[config.mk]
export PLATFORM = sky130hd
export DESIGN_NAME = atm_rx_port
export DESIGN_NICKNAME = d
export VERILOG_FILES = /design/src/rtl/atm_rx_pkg.sv /design/src/rtl/atm_rx_req.sv /design/src/rtl/atm_rx_framer.sv /design/src/rtl/atm_rx_skid.sv /design/src/rtl/atm_rx_port.sv
export SDC_FILE = /design/constraint.sdc
export NUM_CORES = 1
export LEC_CHECK = 0
export BUFFER_PORTS_ARGS = -buffer_cell sky130_fd_sc_hd__buf_2
export CORE_MARGIN = 3
export CORE_UTILIZATION = 55
export CTS_CLUSTER_DIAMETER = 60
export CTS_CLUSTER_SIZE = 12
export DETAILED_ROUTE_END_ITERATION = 10
export PLACE_DENSITY = 0.84
export SLEW_MARGIN = 15
export SYNTH_ARGS = -nofsm -noshare
export SYNTH_HDL_FRONTEND = slang
export SYNTH_SLANG_ARGS = --single-unit
[constraint.sdc]
create_clock -name clk -period 2.1 [get_ports clk]
set_input_delay 0.21 -clock clk [delete_from_list [all_inputs] [get_ports clk]]
set_output_delay 0.21 -clock clk [all_outputs]
set_load 0.02 [all_outputs]
[src/rtl/atm_rx_pkg.sv]
`timescale 1ns/1ps
package atm_rx_pkg;
  localparam int unsigned BYTE_W = 8;

  typedef struct packed {
    logic [BYTE_W-1:0] data;
    logic              sop;
    logic              eop;
  } rx_beat_t;
endpackage

[src/rtl/atm_rx_req.sv]
`timescale 1ns/1ps
// Request generator: decides when to ask the PHY for a byte and
// qualifies the byte that arrives one cycle later.
module atm_rx_req #(
  parameter int unsigned CELL_BYTES = 53
) (
  input  logic clk,
  input  logic rst_n,
  input  logic cell_mode,
  input  logic phy_stat,
  input  logic space,
  output logic req,
  output logic byte_due,
  output logic stat_ok
);
  localparam int unsigned CW = $clog2(CELL_BYTES + 1);

  logic          run;
  logic          due_q;
  logic          clav_seen;
  logic [CW-1:0] grant_left;
  logic          grant_start;
  logic          grant_cont;

  // per-cell mode: open a grant only after the flag was seen high
  assign grant_start = cell_mode && run && space && (grant_left == '0) && clav_seen;
  assign grant_cont  = cell_mode && run && space && (grant_left != '0);
  assign req         = cell_mode ? (grant_start || grant_cont) : (run && space);

  always_ff @(posedge clk) begin
    if (!rst_n) begin
      run        <= 1'b0;
      due_q      <= 1'b0;
      clav_seen  <= 1'b0;
      grant_left <= '0;
    end else begin
      run   <= 1'b1;
      due_q <= req;
      if (!cell_mode) begin
        grant_left <= '0;
        clav_seen  <= 1'b0;
      end else begin
        if (grant_start)     grant_left <= CW'(CELL_BYTES - 1);
        else if (grant_cont) grant_left <= grant_left - 1'b1;
        if (grant_start)     clav_seen <= 1'b0;
        else if (phy_stat)   clav_seen <= 1'b1;
      end
    end
  end

  assign byte_due = due_q;
  // per-byte mode: status is an active-low empty flag for this byte
  assign stat_ok  = cell_mode || phy_stat;
endmodule

[src/rtl/atm_rx_framer.sv]
`timescale 1ns/1ps
// Cell delineation: marks start/end, drops orphans, flags truncation.
module atm_rx_framer
  import atm_rx_pkg::*;
#(
  parameter int unsigned CELL_BYTES = 53
) (
  input  logic              clk,
  input  logic              rst_n,
  input  logic              accept,
  input  logic [BYTE_W-1:0] data,
  input  logic              soc,
  output logic              beat_valid,
  output rx_beat_t          beat,
  output logic              abort
);
  localparam int unsigned CW = $clog2(CELL_BYTES + 1);

  logic [CW-1:0] pos;
  logic          in_cell;
  logic          at_last;

  assign in_cell = (pos != '0);
  assign at_last = (pos == CW'(CELL_BYTES - 1));

  always_comb begin
    beat_valid = 1'b0;
    beat.data  = data;
    beat.sop   = 1'b0;
    beat.eop   = 1'b0;
    if (accept && soc) begin
      beat_valid = 1'b1;
      beat.sop   = 1'b1;
    end else if (accept && in_cell) begin
      beat_valid = 1'b1;
      beat.eop   = at_last;
    end
  end

  always_ff @(posedge clk) begin
    if (!rst_n) begin
      pos   <= '0;
      abort <= 1'b0;
    end else begin
      abort <= accept && soc && in_cell;
      if (accept) begin
        if (soc)          pos <= CW'(1);
        else if (in_cell) pos <= at_last ? '0 : pos + 1'b1;
      end
    end
  end
endmodule

[src/rtl/atm_rx_skid.sv]
`timescale 1ns/1ps
// Output register plus one-entry skid; reports room for a new request.
module atm_rx_skid
  import atm_rx_pkg::*;
(
  input  logic     clk,
  input  logic     rst_n,
  input  logic     in_valid,
  input  rx_beat_t in_beat,
  input  logic     out_ready,
  output logic     out_valid,
  output rx_beat_t out_beat,
  output logic     space
);
  logic     skid_v;
  rx_beat_t skid_q;
  logic     drain;

  assign drain = !out_valid || out_ready;
  assign space = !skid_v && drain;

  always_ff @(posedge clk) begin
    if (!rst_n) begin
      out_valid <= 1'b0;
      skid_v    <= 1'b0;
      out_beat  <= '0;
      skid_q    <= '0;
    end else if (drain) begin
      if (skid_v) begin
        out_beat  <= skid_q;
        out_valid <= 1'b1;
        if (in_valid) skid_q <= in_beat;
        else          skid_v <= 1'b0;
      end else begin
        out_valid <= in_valid;
        if (in_valid) out_beat <= in_beat;
      end
    end else if (in_valid) begin
      skid_q <= in_beat;
      skid_v <= 1'b1;
    end
  end
endmodule

[src/rtl/atm_rx_port.sv]
`timescale 1ns/1ps
module atm_rx_port
  import atm_rx_pkg::*;
#(
  parameter int unsigned CELL_BYTES = 53
) (
  input  logic              clk,
  input  logic              rst_n,
  input  logic              cell_mode,
  input  logic [BYTE_W-1:0] phy_data,
  input  logic              phy_soc,
  input  logic              phy_stat,
  output logic              phy_en_n,
  output logic              out_valid,
  input  logic              out_ready,
  output logic [BYTE_W-1:0] out_data,
  output logic              out_sop,
  output logic              out_eop,
  output logic              cell_abort
);
  logic     req, byte_due, stat_ok, space, accept, beat_valid;
  rx_beat_t beat, obeat;

  atm_rx_req #(.CELL_BYTES(CELL_BYTES)) u_req (
    .clk(clk), .rst_n(rst_n), .cell_mode(cell_mode), .phy_stat(phy_stat),
    .space(space), .req(req), .byte_due(byte_due), .stat_ok(stat_ok)
  );

  assign accept   = byte_due && stat_ok;
  assign phy_en_n = !req;

  atm_rx_framer #(.CELL_BYTES(CELL_BYTES)) u_frm (
    .clk(clk), .rst_n(rst_n), .accept(accept), .data(phy_data), .soc(phy_soc),
    .beat_valid(beat_valid), .beat(beat), .abort(cell_abort)
  );

  atm_rx_skid u_out (
    .clk(clk), .rst_n(rst_n), .in_valid(beat_valid), .in_beat(beat),
    .out_ready(out_ready), .out_valid(out_valid), .out_beat(obeat), .space(space)
  );

  assign out_data = obeat.data;
  assign out_sop  = obeat.sop;
  assign out_eop  = obeat.eop;
endmodule

==> impl_results.md, run 1 <==
- Site row count: 20
- Final global-route overflow total: 0
- Commonest non-fill, non-tap cell in the layout: dfxtp_1
- FF-to-FF setup slack: 270 ps
- Clk_skew: 11.2 ps
- Fin cells: 292
- Effective utilization at floorplan: 60.9%
- HPWL Detailed: 2980 um
- CTS Buf Count: 5
- Synth-to-layout area growth: 12.6%
- IO Pins: 27
- Pre-antenna DRT Iters: 4
- CP Capture Type: output pin
- Post-CTS setup buffers: 0
- Reg power frac: 53.7%
- Logic pwr share: 11.1%
- Critical path peak fanout: 5
- Initial DRC count: 110
- CTS tree: yes
- R2R Path End: u_out.out_beat[1]
- RR Startpoint: u_frm.pos[0]
- Minimum clock period: 1950 ps
- Setup TNS: 0 ps
- Fraction of layout cells with a size suffix above 1: 24.6%
- Design area: 0.00220 mm2
- P_leak: 0.809 nW
- Height of the die: 65.6 um
- Hold_sp: rst_n
- GRT Overall Usage: 21.8%
- Placed Instances: 284
- Clk pwr share: 35.2%
- CP Launch Type: flip-flop
- CP startpoint: u_req.grant_left[2]
- Routed vias: 1728
- Tightest Hold Check Type: in -> reg
- Critical path type: reg -> out
- Syn. warnings: 0
- CTS max path bufs: 2
- Syn Std Cell Area: 0.00195 mm2
- CTS clk-pin slew, worst paths: 110 ps
- Fmax: 512 MHz
- Max-slew violation count: 0
- Yosys reg bits: 38
- Post-synth top area share: 39.0%
- Relative slew margins: 34.2%
- Sw frac: 24.6%
- Largest net degree at the start of global routing: 17
- WHS Path Cells: 1
- Synthesized area per cell: 8.87 um2
- Post-synthesis sequential area ratio: 39.0%
- WHS Endpoint: u_req.run
- Critical Path AT: 1740 ps
- Post-synth ARST share: 0%
- Nets: 265
- Filler cell count: 292
- Power Dens Cells: 630 mW/mm2
- Skew-Pair Late Insertion Delay: 330 ps
- Vias in the first global route: 1603
- Root Buffer Master: clkbuf_4
- Synth cell types: 53
- Routed WL: 4210 um
- Ys flop type: dfxtp_1
- Commonest cells after routing, fill and taps aside: dfxtp_1, buf_2, a21oi_1, nand3_1, nor2_1
- Core footprint: 0.00320 mm2
- Worst Max-Slew Pin Slew: 987 ps
- H-Tree Level Count: 2
- Final Hold Vio Count: 0
- PortBufs: 26
- Cell Int Power: 1.04 mW
- Die W: 65.6 um
- Hold_buf cts: 0
- Outcome: finished, final reports clean
- Finish-stage setup viols: 0
- Number of antenna repair diodes: 0
- CTS sink cnt: 38
- Placed cell area: 0.00212 mm2
- Reg area: 761 um2
- Post-synth top area cell: dfxtp_1
- Vias per cell: 5.92
- WL/cell: 14.4 um
- First-pass GRT wire length: 7360 um
- Post-synth EDFFs: 0
- Initial antenna violation count: 0
- Worst reg2reg path depth: 6
- Syn Nets: 238
- Net Sw Power: 340 uW
- Synth Instances: 220
- Routed Antenna Nets: 0
- DRC: 0
- Worst vdd ir: 0.408 mV
- Required @ worst endpoint: 1890 ps
- Die area: 0.00430 mm2
- Footprint of the multi-input gates: 0.00108 mm2
- Unrepaired setup endpoints after global routing: false
- GPL Wtd Cong: 0.916
- Period utilization: 93.1%
- Synth area leaders: dfxtp_1, a21oi_1, a211oi_2, mux2i_1, nand3_1
- Resized Gates After CTS: 0
- Max-cap violation count: 0
-- through the flow --
stage               utilization (%)  total power [mW]  worst slack [ps]  hold WS (ps)
CTS                            68.6              1.40               128          91.8
global placement               66.3             0.910               331           457
global route                   68.6              1.45              11.6          67.8
floorplan                         -             0.865               463           238
finish                         68.6              1.38               146          99.0
detailed placement             66.3             0.913               272           457
-- worst max-delay path by stage --
stage	slack (ps)	endpoint
floorplan	460	u_out.out_beat[3]
global placement	330	u_out.out_beat[1]
detailed placement	270	u_out.out_beat[1]
CTS	130	phy_en_n
global route	10	phy_en_n
finish	150	phy_en_n
-- worst max-delay path: stages (launching register included) --
cell and delay [ps]:
dfxtp_1 360, nor4_2 440, and2_1 270, a31o_2 180, buf_2 160
-- metal layers --
metal  global-route usage [%]  vias up  wire [um]  share of wire, %
met1                     28.7      824       1970                47
li1                         -      863          -                 -
met4                     8.03        0         37              0.88
met2                     35.4       37       2030                48
met3                     4.10        4        177               4.2
met5                        0        -          0                 0
-- power by group through the flow --
| stage | clock (mW) | sequential [mW] | combinational (mW) |
|---|---|---|---|
| after CTS | 0.499 | 0.743 | 0.154 |
| final | 0.487 | 0.743 | 0.154 |
| after detailed placement | 0 | 0.759 | 0.154 |
| after global placement | 0 | 0.759 | 0.151 |
| after global routing | 0.536 | 0.745 | 0.169 |
| after floorplan | 0 | 0.769 | 0.0961 |
-- kinds of logic after synthesis --
| group | synth area share, % |
|---|---|
| compound gates | 25.0 |
| fa+ha+maj | 2.57 |
| buf+inv | 5.52 |
| flops | 39.0 |
| mux | 4.62 |
| simple gates | 23.3 |
-- layout make-up --
cell class	instances	area share, %
inverters	9	1.54
clock inverters	1	1.37
repair buffers	34	8.66
clock buffers	7	2.05
multi-input cells	159	49.3
flip-flops and latches	38	34.6
well taps	44	2.51
-- synthesized netlist by cell type (all sizes together) (2+ instances only) --
cell	instances
nor4	3
o31ai	3
nand4	3
nand2	13
nand3	16
mux2i	9
and2	2
a21oi	22
ha	4
nand2b	4
or3	4
nor3	14
inv	9
clkbuf	4
nor2	14
a211oi	10
nor3b	2
o21a	4
dfxtp	38
buf	10
a22oi	2
o21ai	14
-- flip-flops by register name, indices dropped and copies added, names as in the netlist --
signal,flops
u_out.out_beat,10
u_out.out_valid,1
u_req.run,1
u_out.skid_q,10
u_req.grant_left,6
u_frm.pos,6
u_req.clav_seen,1
u_frm.abort,1
u_out.skid_v,1
u_req.byte_due,1
Note: power is estimated with default switching activity, not from simulation.
==> run 2: changes to the inputs <==
==> constraint.sdc (replaced) <==
create_clock -name clk -period 2.4 [get_ports clk]
set_input_delay 0.24 -clock clk [delete_from_list [all_inputs] [get_ports clk]]
set_output_delay 0.24 -clock clk [all_outputs]
set_load 0.02 [all_outputs]
==> run 2 against run 1 <==
Net effect: die area is the same; hold slack gained 19 ps; combinational power decreased by 15%; non-clock buffer count shrank 4; highest routed layer unchanged; count of clock-buffer cells in the layout decreased by 1; clock power down 30%; flip-flop and latch count did not move; utilization is 1.7 points lower; design area fell by 2.4%; register-to-register slack improved by 270 ps.
==> impl_results.md, run 2 (synthesized netlist as in run 1, its figures left out) <==
- Commonest cells after routing, fill and taps aside: dfxtp_1, buf_2, a21oi_1, nand3_1, nor2_1
- Routed Antenna Nets: 0 (unchanged)
- Logic pwr share: 11.7% (+0.6 points)
- Hold_sp: rst_n
- CP startpoint: u_req.grant_left[2]
- Effective utilization at floorplan: 60.9% (unchanged)
- Final global-route overflow total: 0 (unchanged)
- Clk_skew: 4.67 ps (-6.52 ps)
- Nets: 261 (-1.5%)
- GRT Overall Usage: 22.4% (+0.62 points)
- Power Dens Cells: 523 mW/mm2 (-17%)
- Cell Int Power: 821 uW (-21%)
- Minimum clock period: 2010 ps
- Sw frac: 26.7% (+2.2 points)
- Clk pwr share: 30.2% (-5.0 points)
- Reg power frac: 58.1% (+4.4 points)
- Period utilization: 83.8%
- Hold_buf cts: 0 (unchanged)
- Critical path type: reg -> out
- Critical Path, Cell by Cell: nor4_2 -> and2_1 -> a31o_2 -> buf_2
- IO Pins: 27 (unchanged)
- Relative slew margins: 40.1% (+6.0 points)
- Grt peak-use layer: met2
- Setup TNS: 0 ps (unchanged)
- Critical Path AT: 1770 ps (+30 ps)
- GPL Wtd Cong: 0.944 (+3.1%)
- Tightest Hold Check Type: in -> reg
- Die W: 65.6 um (unchanged)
- Vias in the first global route: 1643 (+2.5%)
- Site row count: 20 (unchanged)
- Max stage delay on crit path: 450 ps (about the same)
- CTS Buf Count: 5 (unchanged)
- Synth-to-layout area growth: 9.88%
- Post-CTS setup buffers: 0 (unchanged)
- DRC: 0 (unchanged)
- Required @ worst endpoint: 2160 ps (+270 ps)
- Worst Max-Slew Pin Slew: 898 ps (-89.4 ps)
- M3 GR Usage: 4.10% (unchanged)
- Root Buffer Master: clkbuf_4
- First-pass GRT wire length: 7600 um (+3.2%)
- CTS sink cnt: 38 (unchanged)
- Placed cell area: 0.00209 mm2 (-1.4%)
- CTS tree: yes
- Number of antenna repair diodes: 0 (unchanged)
- Routed vias: 1732 (+0.23%)
- P_leak: 0.780 nW (-3.5%)
- Reg area: 761 um2 (unchanged)
- H-Tree Level Count: 2 (unchanged)
- Pre-antenna DRT Iters: 4 (unchanged)
- Outcome: finished, final reports clean
- Largest net degree at the start of global routing: 20 (+3)
- Max-cap violation count: 0 (unchanged)
- Initial antenna violation count: 0 (unchanged)
- Die area: 0.00430 mm2 (unchanged)
- Height of the die: 65.6 um (unchanged)
- Routed WL: 4350 um (+3.1%)
- Filler cell count: 277 (-5.1%)
- Placed Instances: 280 (-1.4%)
- CP Launch Type: flip-flop
- Biggest regs: u_out.out_beat x10, u_out.skid_q x10
- Design area: 0.00214 mm2 (-2.4%)
- GR Util met2: 36.4% (+1.0 points)
- Net Sw Power: 300 uW (-12%)
- CTS max path bufs: 2 (unchanged)
- RR Startpoint: u_frm.pos[0]
- Commonest non-fill, non-tap cell in the layout: dfxtp_1
- Fraction of layout cells with a size suffix above 1: 23.6% (-1.0 points)
- Finish-stage setup viols: 0 (unchanged)
- Setup ws final: 388 ps (+243 ps)
- Critical path peak fanout: 5 (unchanged)
- WL/cell: 15.2 um (+5.3%)
- Resized Gates After CTS: 0 (unchanged)
- Worst vdd ir: 0.360 mV (-12%)
- PortBufs: 26 (unchanged)
- M1 GR Usage: 29.9% (+1.3 points)
- CP Capture Type: output pin
- Footprint of the multi-input gates: 0.00108 mm2 (unchanged)
- Core footprint: 0.00320 mm2 (unchanged)
- Final Hold Vio Count: 0 (unchanged)
- Layout Utilization: 66.9% (-1.7 points)
- Initial DRC count: 184 (+67%)
- Max-slew violation count: 0 (unchanged)
- Place WS: 574 ps (+302 ps)
- Skew-Pair Late Insertion Delay: 340 ps (about the same)
- CTS clk-pin slew, worst paths: 110 ps (about the same)
- HPWL Detailed: 3120 um (+4.5%)
- Fin cells: 286 (-2.1%)
- Slowest cell on the critical path: nor4_2
- Vias per cell: 6.06 (+2.3%)
- Fmax: 497 MHz
- Unrepaired setup endpoints after global routing: false
==> run 2: cell types whose count changed in the layout (fill, tap and decap cells not counted) <==
cell	change
clkbuf_8	+1
clkbuf_1	-2
buf_4	-4
bufinv_16	-1
==> run 2: per-stage QoR <==
step	hold slack (ps)	total power, mW
after floorplan	268	0.757
after CTS	110	1.13
after global placement	463	0.793
after detailed placement	466	0.795
final	118	1.12
after global routing	114	1.17
==> run 2: critical path: cells and delay by family, from the launching register on <==
| family | cells | cell delay, ps |
|---|---|---|
| DFF | 1 | 360 |
| AOI/OAI and AO/OA | 1 | 190 |
| buffers and inverters | 1 | 160 |
| and+or+nand+nor | 2 | 720 |
==> run 2: power groups by stage <==
stage | registers [mW] | clock network (mW) | logic [mW]
2_1_floorplan | 0.673 | 0 | 0.0841
3_3_place_gp | 0.664 | 0 | 0.129
3_5_place_dp | 0.665 | 0 | 0.131
4_1_cts | 0.651 | 0.343 | 0.132
5_1_grt | 0.653 | 0.372 | 0.145
6_report | 0.651 | 0.339 | 0.131
==> run 2: worst paths after layout <==
path,to,slack [ps],cells after the start
max,phy_en_n,390,4
min,u_req.run,120,1
max reg2reg,u_out.out_beat[1],540,6
min reg2reg,u_out.skid_q[9],480,2
==> run 2: final cells by class <==
class	count	share of cell area, %
multi-input combinational	159	50.5
clock buffer	6	2.39
sequential	38	35.5
inverter	9	1.58
timing repair buffer	30	7.47
tap	44	2.57
==> run 2: routing by layer <==
metal | part of all wire, % | wire length [um]
met1 | 45 | 1970
met5 | 0 | 0
met4 | 1.3 | 55
met3 | 4.2 | 181
met2 | 49 | 2140
